## src/rtl/lvt_ram_pkg.sv

```systemverilog
package lvt_ram_pkg;
  // Width of a write-port index; at least one bit so that every vector is legal.
  function automatic int sel_width(input int nw);
    return (nw > 1) ? $clog2(nw) : 1;
  endfunction
endpackage

```

## src/rtl/lvt_sdp_bank.sv

```systemverilog
// One write port, one read port array. The read is registered and happens
// before the write, so a colliding read sees the earlier word.
module lvt_sdp_bank #(
  parameter int DEPTH = 16,
  parameter int DW    = 8,
  parameter int AW    = 4
) (
  input  logic          clk,
  input  logic          we,
  input  logic [AW-1:0] waddr,
  input  logic [DW-1:0] wdata,
  input  logic [AW-1:0] raddr,
  output logic [DW-1:0] rdata
);
  logic [DW-1:0] mem [DEPTH];
  logic [DW-1:0] rdata_q;

  always_ff @(posedge clk) begin
    if (we) mem[waddr] <= wdata;
    rdata_q <= mem[raddr];
  end

  assign rdata = rdata_q;
endmodule

```

## src/rtl/lvt_live_table.sv

```systemverilog
// Flip-flop table of last-writer indices, NW update ports, NR registered lookups.
module lvt_live_table #(
  parameter int NW    = 2,
  parameter int NR    = 4,
  parameter int DEPTH = 16,
  parameter int AW    = 4,
  parameter int SW    = 1
) (
  input  logic             clk,
  input  logic             rst_n,
  input  logic [NW-1:0]    wr_en,
  input  logic [NW*AW-1:0] wr_addr,
  input  logic [NR*AW-1:0] rd_addr,
  output logic [NR*SW-1:0] rd_sel
);
  logic [SW-1:0] tab_q [DEPTH];
  logic [SW-1:0] tab_d [DEPTH];
  logic [SW-1:0] sel_q [NR];
  logic [SW-1:0] sel_d [NR];

  // Next state: ascending port order, so the highest port is applied last.
  always_comb begin
    for (int k = 0; k < DEPTH; k++) tab_d[k] = tab_q[k];
    for (int w = 0; w < NW; w++) begin
      if (wr_en[w]) tab_d[wr_addr[w*AW +: AW]] = SW'(w);
    end
  end

  always_comb begin
    for (int r = 0; r < NR; r++) sel_d[r] = tab_q[rd_addr[r*AW +: AW]];
  end

  always_ff @(posedge clk or negedge rst_n) begin
    if (!rst_n) begin
      for (int k = 0; k < DEPTH; k++) tab_q[k] <= '0;
      for (int r = 0; r < NR; r++) sel_q[r] <= '0;
    end else begin
      for (int k = 0; k < DEPTH; k++) tab_q[k] <= tab_d[k];
      for (int r = 0; r < NR; r++) sel_q[r] <= sel_d[r];
    end
  end

  genvar gr;
  generate
    for (gr = 0; gr < NR; gr++) begin : g_sel
      assign rd_sel[gr*SW +: SW] = sel_q[gr];
    end
  endgenerate

  // ---------------- checks ----------------
  logic [DEPTH-1:0] hit_vec;
  logic [NW-1:0]    outranked;

  always_comb begin
    hit_vec = '0;
    for (int k = 0; k < DEPTH; k++)
      for (int w = 0; w < NW; w++)
        if (wr_en[w] && (wr_addr[w*AW +: AW] == AW'(k))) hit_vec[k] = 1'b1;
  end

  always_comb begin
    outranked = '0;
    for (int w = 0; w < NW; w++)
      for (int v = 0; v < NW; v++)
        if (v > w && wr_en[v] && (wr_addr[v*AW +: AW] == wr_addr[w*AW +: AW]))
          outranked[w] = 1'b1;
  end

  genvar gk, gw;
  generate
    for (gk = 0; gk < DEPTH; gk++) begin : g_chk_entry

      untouched_entry_stable_chk: assert property (@(posedge clk) disable iff (!rst_n)
        !hit_vec[gk] |=> $stable(tab_q[gk]));

      entry_cleared_by_reset_chk: assert property (@(posedge clk)
        !rst_n |=> (tab_q[gk] == '0));
      for (gw = 0; gw < NW; gw++) begin : g_chk_win

        top_port_owns_entry_chk: assert property (@(posedge clk) disable iff (!rst_n)
          (wr_en[gw] && !outranked[gw] && (wr_addr[gw*AW +: AW] == AW'(gk)))
          |=> (tab_q[gk] == SW'(gw)));
      end
    end
  endgenerate
endmodule

```

## src/rtl/lvt_mp_ram.sv

```systemverilog
module lvt_mp_ram
  import lvt_ram_pkg::*;
#(
  parameter int NW    = 2,
  parameter int NR    = 4,
  parameter int DEPTH = 16,
  parameter int DW    = 8,
  parameter int AW    = (DEPTH > 1) ? $clog2(DEPTH) : 1
) (
  input  logic             clk,
  input  logic             rst_n,
  input  logic [NW-1:0]    wr_en,
  input  logic [NW*AW-1:0] wr_addr,
  input  logic [NW*DW-1:0] wr_data,
  input  logic [NR*AW-1:0] rd_addr,
  output logic [NR*DW-1:0] rd_data
);
  localparam int SW = sel_width(NW);

  logic [DW-1:0]    bank_q [NW][NR];
  logic [NR*SW-1:0] rd_sel;

  lvt_live_table #(
    .NW(NW), .NR(NR), .DEPTH(DEPTH), .AW(AW), .SW(SW)
  ) u_table (
    .clk     (clk),
    .rst_n   (rst_n),
    .wr_en   (wr_en),
    .wr_addr (wr_addr),
    .rd_addr (rd_addr),
    .rd_sel  (rd_sel)
  );

  genvar gw, gr;
  generate
    for (gw = 0; gw < NW; gw++) begin : g_bank
      for (gr = 0; gr < NR; gr++) begin : g_copy
        lvt_sdp_bank #(.DEPTH(DEPTH), .DW(DW), .AW(AW)) u_copy (
          .clk   (clk),
          .we    (wr_en[gw]),
          .waddr (wr_addr[gw*AW +: AW]),
          .wdata (wr_data[gw*DW +: DW]),
          .raddr (rd_addr[gr*AW +: AW]),
          .rdata (bank_q[gw][gr])
        );
      end
    end
  endgenerate

  // Output steering: registered select picks one bank copy per read port.
  always_comb begin
    rd_data = '0;
    for (int r = 0; r < NR; r++)
      for (int w = 0; w < NW; w++)
        if (rd_sel[r*SW +: SW] == SW'(w)) rd_data[r*DW +: DW] = bank_q[w][r];
  end

  // ---------------- checks ----------------
  logic [1:0]    age_q;
  logic [1:0]    age_d;
  logic [NW-1:0] winner;

  always_comb age_d = (age_q == 2'd3) ? age_q : age_q + 2'd1;

  always_ff @(posedge clk or negedge rst_n) begin
    if (!rst_n) age_q <= '0;
    else        age_q <= age_d;
  end

  always_comb begin
    for (int w = 0; w < NW; w++) begin
      winner[w] = wr_en[w];
      for (int v = 0; v < NW; v++)
        if (v > w && wr_en[v] && (wr_addr[v*AW +: AW] == wr_addr[w*AW +: AW]))
          winner[w] = 1'b0;
    end
  end

  generate
    for (gw = 0; gw < NW; gw++) begin : g_chk_w
      for (gr = 0; gr < NR; gr++) begin : g_chk_r

        read_after_write_chk: assert property (@(posedge clk) disable iff (!rst_n)
          ((age_q == 2'd3) && $past(winner[gw]) &&
           (rd_addr[gr*AW +: AW] == $past(wr_addr[gw*AW +: AW])))
          |=> (rd_data[gr*DW +: DW] == $past(wr_data[gw*DW +: DW], 2)));
      end
    end
  endgenerate
endmodule

```

## config.mk

```make
export PLATFORM = sky130hd
export DESIGN_NAME = lvt_mp_ram
export DESIGN_NICKNAME = d
export VERILOG_FILES = /design/src/rtl/lvt_ram_pkg.sv /design/src/rtl/lvt_sdp_bank.sv /design/src/rtl/lvt_live_table.sv /design/src/rtl/lvt_mp_ram.sv
export SDC_FILE = /design/constraint.sdc
export NUM_CORES = 1
export LEC_CHECK = 0
export BUFFER_PORTS_ARGS = -buffer_cell sky130_fd_sc_hd__buf_4
export CORE_UTILIZATION = 50
export DETAILED_ROUTE_END_ITERATION = 10
export PLACE_DENSITY = 0.69
export SYNTH_ARGS = -nofsm -noshare
export SYNTH_HDL_FRONTEND = slang
export SYNTH_SLANG_ARGS = --single-unit
```

## constraint.sdc

```tcl
create_clock -name clk -period 1.3 [get_ports clk]
set_clock_uncertainty 0.05 [all_clocks]
set_input_delay 0.13 -clock clk [delete_from_list [all_inputs] [get_ports clk]]
set_output_delay 0.13 -clock clk [all_outputs]
set_load 0.05 [all_outputs]
```

* Word-level counts from Yosys, hierarchy flattened
Memory sizes are Yosys's and may differ from the RTL's. A register that Yosys moved wholly into a read port is not among the register bits. Index checks and enable logic that the tools add are counted.
Word-level totals: register bits 20, memory bits (writable) 1024, input bits 44, output and inout port bits 32, logic and storage cells 73, memories kept 8
Memories:
- g_bank[0].g_copy[0].u_copy.mem | depth 16, width 8, read ports 1, clocked after memory_dff 1, wr ports 1, line lvt_sdp_bank.sv:15 | logic [DW-1:0] mem [DEPTH];
- g_bank[0].g_copy[1].u_copy.mem | depth 16, width 8, read ports 1, clocked after memory_dff 1, wr ports 1, line lvt_sdp_bank.sv:15
- g_bank[0].g_copy[2].u_copy.mem | depth 16, width 8, read ports 1, clocked after memory_dff 1, wr ports 1, line lvt_sdp_bank.sv:15
- g_bank[0].g_copy[3].u_copy.mem | depth 16, width 8, read ports 1, clocked after memory_dff 1, wr ports 1, line lvt_sdp_bank.sv:15
- g_bank[1].g_copy[0].u_copy.mem | depth 16, width 8, read ports 1, clocked after memory_dff 1, wr ports 1, line lvt_sdp_bank.sv:15
- g_bank[1].g_copy[1].u_copy.mem | depth 16, width 8, read ports 1, clocked after memory_dff 1, wr ports 1, line lvt_sdp_bank.sv:15
- 2 more memories
Operators by class: order comparisons 8, mux-type cells 26, bitwise logic cells 9, reductions and logical operators 2
Operators with widths (number):
- 16-bit two-way mux | 2
- 8-bit two-way mux | 4
- 5-bit greater-or-equal comparator, second input constant | 6
- 4-bit NOT with 5-bit output | 6
- 16-bit AND | 1
- 1-bit binary-select mux with 4-bit select | 4
- 16-bit NOT | 1
- 16-bit bitwise OR | 1
- 1-bit two-way mux | 14
- 5-bit by 1-bit < comparator with 1-bit output, second input constant | 2
- 1-bit demux with 4-bit select | 2
- 1-bit logical AND | 2

* Depth between registers and ports, before layout
Gate-level depths: netlist of run 1.
depth in word-level cells 10, gate-level depth with buffers 6, gate-level depth less buffers 3

* Hierarchy
Synthesis of run 1 repeated with hierarchy kept, for this count alone.
Unflattened totals: cells, all modules 1968, area total of the unflattened synthesis 43022.5 um^2
By module, submodules not included:
- lvt_sdp_bank | times used 8, cells each 229, area each 5147.4 um^2, sequential area each 4003.8 um^2
- lvt_live_table | times used 1, cells each 100, area each 1317.5 um^2, sequential area each 500.5 um^2
- lvt_mp_ram | times used 1, cells each 36, area each 525.5 um^2, sequential area each 0.0 um^2

* Worst setup path before layout of run 1
OpenSTA, ideal clock, no wires.
path type input-to-reg, from input wr_addr[3], to memory g_bank[0].g_copy[3].u_copy.mem[0][0], enable pin, library setup time 0.386 ns, data arrival time 1.389 ns, required time 0.864 ns, setup slack -0.525 ns, stages on the path 3, path buffers 1, path through or3b_2 > clkbuf_1 > nor3_1
RTL lines:
- start: declaration | line lvt_mp_ram.sv:13 | input logic [NW*AW-1:0] wr_addr,
- end: declaration | line lvt_sdp_bank.sv:15
No word-level cell before the write port.

* Final worst setup path of run 1
from register u_table.sel_q, in the netlist u_table.rd_sel[0], to output rd_data[4]
On the way: word-level cells in the longest chain between the ends 1
Ends and longest elaborated chain:
- start: declaration | line lvt_live_table.sv:18 | logic [SW-1:0] sel_q [NR];
- 8-bit two-way mux | line lvt_mp_ram.sv:55 | if (rd_sel[r*SW +: SW] == SW'(w)) rd_data[r*DW +: DW] = bank_q[w][r];
- end: declaration | line lvt_mp_ram.sv:16 | output logic [NR*DW-1:0] rd_data
Every way passes these cells.

==> results of run 1 <==
==> sequential cells by signal (all words and copies together), names as in the netlist <==
name and count:
g_bank.g_copy.u_copy.mem 256, g_bank.g_copy.u_copy.rdata 64, u_table.rd_sel 4, u_table.tab_q 16
==> final cells by class <==
type                       instances  area [um^2]  area share
sequential                       340         9469      0.4054
tap                              461        576.8     0.02469
antenna                            1        2.502   0.0001071
timing repair buffer             275         3122      0.1337
multi-input combinational        598         8982      0.3846
inverter                           4        15.01   0.0006428
clock inverter                    19        172.7    0.007392
clock buffer                      50         1017     0.04355
==> cell usage in the layout (no fill, tap or decap), types with 20 or more instances in the layout <==
cell	n
mux4_2	270
edfxtp_1	256
buf_4	155
a22oi_2	99
buf_12	68
nand2_1	64
dfxtp_1	64
clkbuf_16	39
a22oi_1	37
mux2_4	30
buf_6	25
o21ai_0	24
dfrtp_1	20
==> cells by family (layout without fill, tap and decap cells) <==
group,Yosys count,in the layout,share of synthesized area
AND/OR/NAND/NOR,130,130,0.03083
buffers and inverters,102,348,0.03213
AO/OA/AOI/OAI,164,164,0.06384
other,0,1,0
flip-flops,340,340,0.5162
multiplexers,304,304,0.3570
==> power breakdown <==
group          switching, uW  internal [uW]
clock                   4250           6120
combinational           3160           3000
sequential               494          12200
total                   7910          21400
==> worst max path at each step <==
stage	from	end	slack (ns)	cells past startpoint
6_report	u_table.rd_sel[0]$_DFF_PN0_	rd_data[4]	-0.47	3
5_1_grt	u_table.rd_sel[2]$_DFF_PN0_	rd_data[22]	-0.49	3
4_1_cts	u_table.rd_sel[2]$_DFF_PN0_	rd_data[19]	-0.46	3
3_5_place_dp	rd_addr[15]	g_bank[1].g_copy[3].u_copy.rdata[3]$_DFF_P_	-0.44	4
3_3_place_gp	rd_addr[0]	g_bank[1].g_copy[0].u_copy.rdata[2]$_DFF_P_	-0.41	6
2_1_floorplan	wr_addr[3]	g_bank[0].g_copy[3].u_copy.mem[0][0]$_DFFE_PP_	-0.11	3
==> repair_timing <==
action,4_1_cts,5_1_grt
hold buffers,18,0
pin swaps,99,22
setup endpoints to repair,100,100
gates cloned,0,0
setup buffers,7,0
resized for setup,141,39
hold endpoints to repair,276,0
==> per-stage QoR <==
step / setup WS (ns) / area [um^2]
floorplan: -0.1109 / 18580
global placement: -0.4132 / 21160
detailed placement: -0.4361 / 21160
CTS: -0.4633 / 23180
global route: -0.4949 / 23360
finish: -0.4714 / 23360
==> per-layer routing <==
metal / track usage / share of wire / wire length, um
met5: 0 / 0.00023 / 13
met4: 0.1067 / 0.032 / 1853
met3: 0.06747 / 0.10 / 6028
met2: 0.5148 / 0.50 / 28630
met1: 0.4161 / 0.36 / 20950
==> worst min-delay path, cell delays in order <==
cell     delay, ns
buf_4         0.08
or3b_4        0.15
buf_4         0.12
o21ai_0       0.06
==> flow_summary.json, run 1 <==
{
  "cts_made_buffers": 39,
  "r2r-end": "g_bank[0].g_copy[1].u_copy.rdata[5]$_DFF_P_",
  "n_fill_cell": 2419,
  "ys_ff_latch": 340,
  "antenna_found_initial": 2,
  "crit_required_ns": 1.12,
  "htreeDepth": 2,
  "powerDensity_nw_per_um2": 1253,
  "ys_warn_count": 0,
  "ios": 76,
  "seq_area_frac_synth": 0.5162,
  "synth_edf_count": 256,
  "dieHeight_um": 193.5,
  "worst_slack_ns": -0.4714,
  "start_util": 0.5120,
  "yosysTopAreaCell": "edfxtp_1",
  "cp-end-kind": "output pin",
  "cts.sinks": 340,
  "drc": 6,
  "cts.path.max_buffers": 3,
  "clk_pin_slew_ns": 0.05,
  "drive_gt1_frac": 0.5778,
  "post-dp-hpwl_mm": 39.95,
  "finalMaxSlewViolations": 16,
  "ff2ff_path_depth": 3,
  "violations": "design-rule violations, max-capacitance violations, max-slew violations, negative setup slack",
  "min_path_cells": 4,
  "num_vias": 12420,
  "first_iter_violations": 1765,
  "routedWlPerCell_um": 32.88,
  "critPathArrivalTime_ns": 1.59,
  "synth_area_um2": 18340,
  "synth_area_leaders": "edfxtp_1, mux4_2, dfxtp_1",
  "r2r_setup_slack_ns": -0.21,
  "holdWs_ns": 0.03283,
  "run_status": "finished, violations left",
  "synth.most_common_cell": "edfxtp_1",
  "postLayoutCoreUtil": 0.6519,
  "placed_cells": 1653,
  "core_area_um2": 35830,
  "area_growth_pct": 27.33,
  "grt_usage": 0.3130,
  "path_max_fanout": 8,
  "peakVddDrop_mv": 1.003,
  "min_to": "u_table.tab_q[14]$_DFF_PN0_",
  "grt_pass1_vias": 12640,
  "totalWireLength_mm": 57.47,
  "cpMaxStageDelayCell": "dfrtp_1",
  "synth_common_cells": "edfxtp_1, mux4_2, a22oi_1",
  "hold_viol_final": 0,
  "finalPower_uw": 29260,
  "critPathBufInv": 2,
  "cts_root_buf": "clkbuf_16",
  "synth-main-ff-cell": "edfxtp_1",
  "fp.dieW_um": 193.5,
  "syn_nets": 1084,
  "clock_latency_ns": 0.53,
  "placement.io_buffers": 75,
  "design.die.area_um2": 37460,
  "fin_crit_ns": 1.771,
  "min-delay-start": "wr_addr[7]",
  "fin_crit_sh": 1.363,
  "synth_top_area_frac": 0.4191,
  "leakage_uw": 0.008072,
  "crit_chain": "buf_12, mux2_4, buf_6",
  "hp-class": "in2reg",
  "first_pass_iters": 8,
  "rows": 69,
  "tns_ns": -20.14,
  "startpoint_type": "flip-flop",
  "criticalPathCategory": "reg2out",
  "nets": 1302,
  "setup_viol": 100,
  "cp_slowest_stage_delay_ns": 0.40,
  "syn_area_per_cell_um2": 17.64,
  "tightest_slew_ns": 1.507,
  "clock.fmax_mhz": 564.5,
  "cts_tree": "yes",
  "yosysUniqueCellTypes": 27,
  "place.gp.congestion": 0.9097,
  "drv_cap": 1,
  "viasPerCell": 7.104,
  "grt_pass1_wl_mm": 84.93,
  "rsz0062_at_grt": "true",
  "r2r-start": "g_bank[0].g_copy[3].u_copy.mem[3][5]$_DFFE_PP_",
  "syn_inst": 1040,
  "crit_family": "flip-flops",
  "grt-ovfl-total": 0,
  "fin_cells": 1748,
  "ant_nets": 0,
  "grt_max_degree": 28,
  "synth-async-reset-ratio": 0.05882,
  "slew_headroom": -0.009166
}
No activity file was read; power rests on OpenSTA's default activity.
==> inputs of run 2 (changes only) <==
--- a/config.mk
+++ b/config.mk
@@ -6,9 +6,8 @@
 export NUM_CORES = 1
 export LEC_CHECK = 0
 export BUFFER_PORTS_ARGS = -buffer_cell sky130_fd_sc_hd__buf_4
-export CORE_UTILIZATION = 50
+export CORE_UTILIZATION = 45
 export DETAILED_ROUTE_END_ITERATION = 10
-export PLACE_DENSITY = 0.69
 export SYNTH_ARGS = -nofsm -noshare
 export SYNTH_HDL_FRONTEND = slang
 export SYNTH_SLANG_ARGS = --single-unit
==> constraint.sdc (replaced) <==
create_clock -name clk -period 1.78 [get_ports clk]
set_clock_uncertainty 0.05 [all_clocks]
set_input_delay 0.178 -clock clk [delete_from_list [all_inputs] [get_ports clk]]
set_output_delay 0.178 -clock clk [all_outputs]
set_load 0.05 [all_outputs]
==> run 2 against run 1 <==
  * Clock-buffer cell count decreased by 5
  * Register-to-register slack improved by 0.44 ns
  * Largest cell class unchanged
  * Sequential share of layout area is 1.6 points higher
  * The flow finishes with violations (negative setup slack)
  * Largest power group unchanged
  * Non-clock buffer count fell by 39
  * Combinational power decreased by 32%
==> flow_summary.json, run 2 (synthesis gave the netlist of run 1 again) <==
{
  "grt-ovfl-total": 0,
  "worst_slack_ns": -0.06884,
  "drc": 0,
  "clk_pin_slew_ns": 0.06,
  "setup_viol": 26,
  "cts.path.max_buffers": 3,
  "post-dp-hpwl_mm": 40.71,
  "start_util": 0.4585,
  "totalWireLength_mm": 59.96,
  "core_area_um2": 40010,
  "hp-class": "in2reg",
  "clock_latency_ns": 0.54,
  "clock.fmax_mhz": 540.9,
  "min_path_cells": 3,
  "r2r-end": "g_bank[1].g_copy[3].u_copy.rdata[7]$_DFF_P_",
  "r2r_setup_slack_ns": 0.23,
  "fin_cells": 1773,
  "critPathLaunch": "u_table.rd_sel[2]$_DFF_PN0_",
  "peakVddDrop_mv": 0.5851,
  "first_iter_violations": 1461,
  "drive_gt1_frac": 0.4695,
  "multi_input_area_um2": 8459,
  "design.die.area_um2": 41580,
  "tightest_slew_ns": 1.239,
  "fin_crit_ns": 1.849,
  "crit_required_ns": 1.55,
  "hold_viol_final": 0,
  "violations": "negative setup slack",
  "rsz0062_at_grt": "true",
  "cts.sinks": 340,
  "placement.io_buffers": 75,
  "n_fill_cell": 3096,
  "viasPerCell": 6.900,
  "path_max_fanout": 6,
  "final_cell_mix": "edfxtp_1, mux4_2, buf_4",
  "powerDensity_nw_per_um2": 969.8,
  "dieHeight_um": 203.9,
  "antenna_found_initial": 2,
  "routedWlPerCell_um": 33.82,
  "leakage_uw": 0.007881,
  "grt_pass1_vias": 12250,
  "r2r-start": "g_bank[1].g_copy[0].u_copy.mem[8][7]$_DFFE_PP_",
  "htreeDepth": 2,
  "first_pass_iters": 5,
  "nets": 1261,
  "min-delay-start": "wr_addr[6]",
  "rows": 73,
  "ff2ff_path_depth": 3,
  "run_status": "finished, violations left",
  "cts_root_buf": "clkbuf_16",
  "critPathArrivalTime_ns": 1.62,
  "grt_pass1_wl_mm": 86.51,
  "fp.dieW_um": 203.9,
  "top_register": "g_bank.g_copy.u_copy.mem",
  "seq_area_um2": 9470,
  "criticalPathCategory": "reg2out",
  "drv_cap": 0,
  "finalMaxSlewViolations": 0,
  "placed_cells": 1683,
  "slew_headroom": 0.1700,
  "min_to": "u_table.tab_q[14]$_DFF_PN0_",
  "cts_made_buffers": 37,
  "place.gp.congestion": 0.8816,
  "post-place-ws_ns": -0.06958,
  "startpoint_type": "flip-flop",
  "grt_usage": 0.2969,
  "grt_max_degree": 31,
  "num_vias": 12230,
  "area_growth_pct": 22.39,
  "ios": 76,
  "ant_nets": 0,
  "fin_crit_sh": 1.039,
  "cp-end-kind": "output pin",
  "final_common_cell": "edfxtp_1",
  "cts_tree": "yes",
  "largest_reg_flops": 256
}
==> run 2: cell types whose count changed in the layout (fill, tap and decap cells not counted), moves of 6 or more <==
cell	previous run	this run
mux4_1	1	16
mux4_2	270	255
nor2_4	6	0
nand2_2	6	0
a22oi_1	37	136
buf_4	155	140
clkbuf_1	11	4
nand2_1	64	70
a22oi_2	99	0
buf_12	68	46
==> run 2: report_power, final <==
group / switching (uW) / total, uW / internal (uW)
registers: 348 / 9280 / 8930
clock network: 3200 / 8300 / 5100
logic: 2200 / 4200 / 1990
total: 5750 / 21800 / 16000
==> run 2: how the worst max path moves through the flow <==
stage,to,slack [ns],cells past startpoint
5_1_grt,rd_data[19],-0.10,3
4_1_cts,rd_data[19],-0.07,3
3_5_place_dp,g_bank[1].g_copy[2].u_copy.rdata[0]$_DFF_P_,-0.07,5
6_report,rd_data[19],-0.07,3
3_3_place_gp,g_bank[0].g_copy[1].u_copy.rdata[1]$_DFF_P_,-0.05,5
2_1_floorplan,g_bank[0].g_copy[3].u_copy.mem[0][0]$_DFFE_PP_,0.17,3
==> run 2: timing repair <==
item                                   CTS  global route
gates resized for setup                 68             1
gates cloned                             0             0
hold buffers                            19             0
endpoints found under the hold margin  276             0
buffers inserted                         1             0
setup endpoints to repair               32            32
==> run 2: layout make-up <==
class                      instances  area share
clock inverter                    23     0.01304
timing repair buffer             236      0.1129
tap                              525     0.02926
clock buffer                      45     0.04536
multi-input combinational        598      0.3768
inverter                           4   0.0006687
antenna                            2   0.0002229
sequential                       340      0.4218
==> run 2: stage by stage <==
step                      power, uW  cell area, um^2  TNS (ns)    util  hold WS, ns
final                         21770            22450   -0.9775  0.5612      0.02174
after global routing          22340            22450    -1.830  0.5611      0.03509
after CTS                     21800            22440    -1.128  0.5610     0.004739
after detailed placement      13240            20670   -0.3222  0.5166      0.02947
after global placement        13210            20670   -0.1521  0.5166      0.02364
after floorplan               11730            18350         0       -      -0.1676
==> run 2: per-layer routing <==
layer / routed length [um] / track usage
met1: 22600 / 0.4016
met5: 0 / 0
met3: 6260 / 0.06298
met2: 28540 / 0.4688
met4: 2557 / 0.1219
==> run 2: worst max-delay path: stages, from the launching register on <==
cell and delay [ns]:
dfrtp_2 0.43, buf_12 0.15, mux2_4 0.33, buf_6 0.16
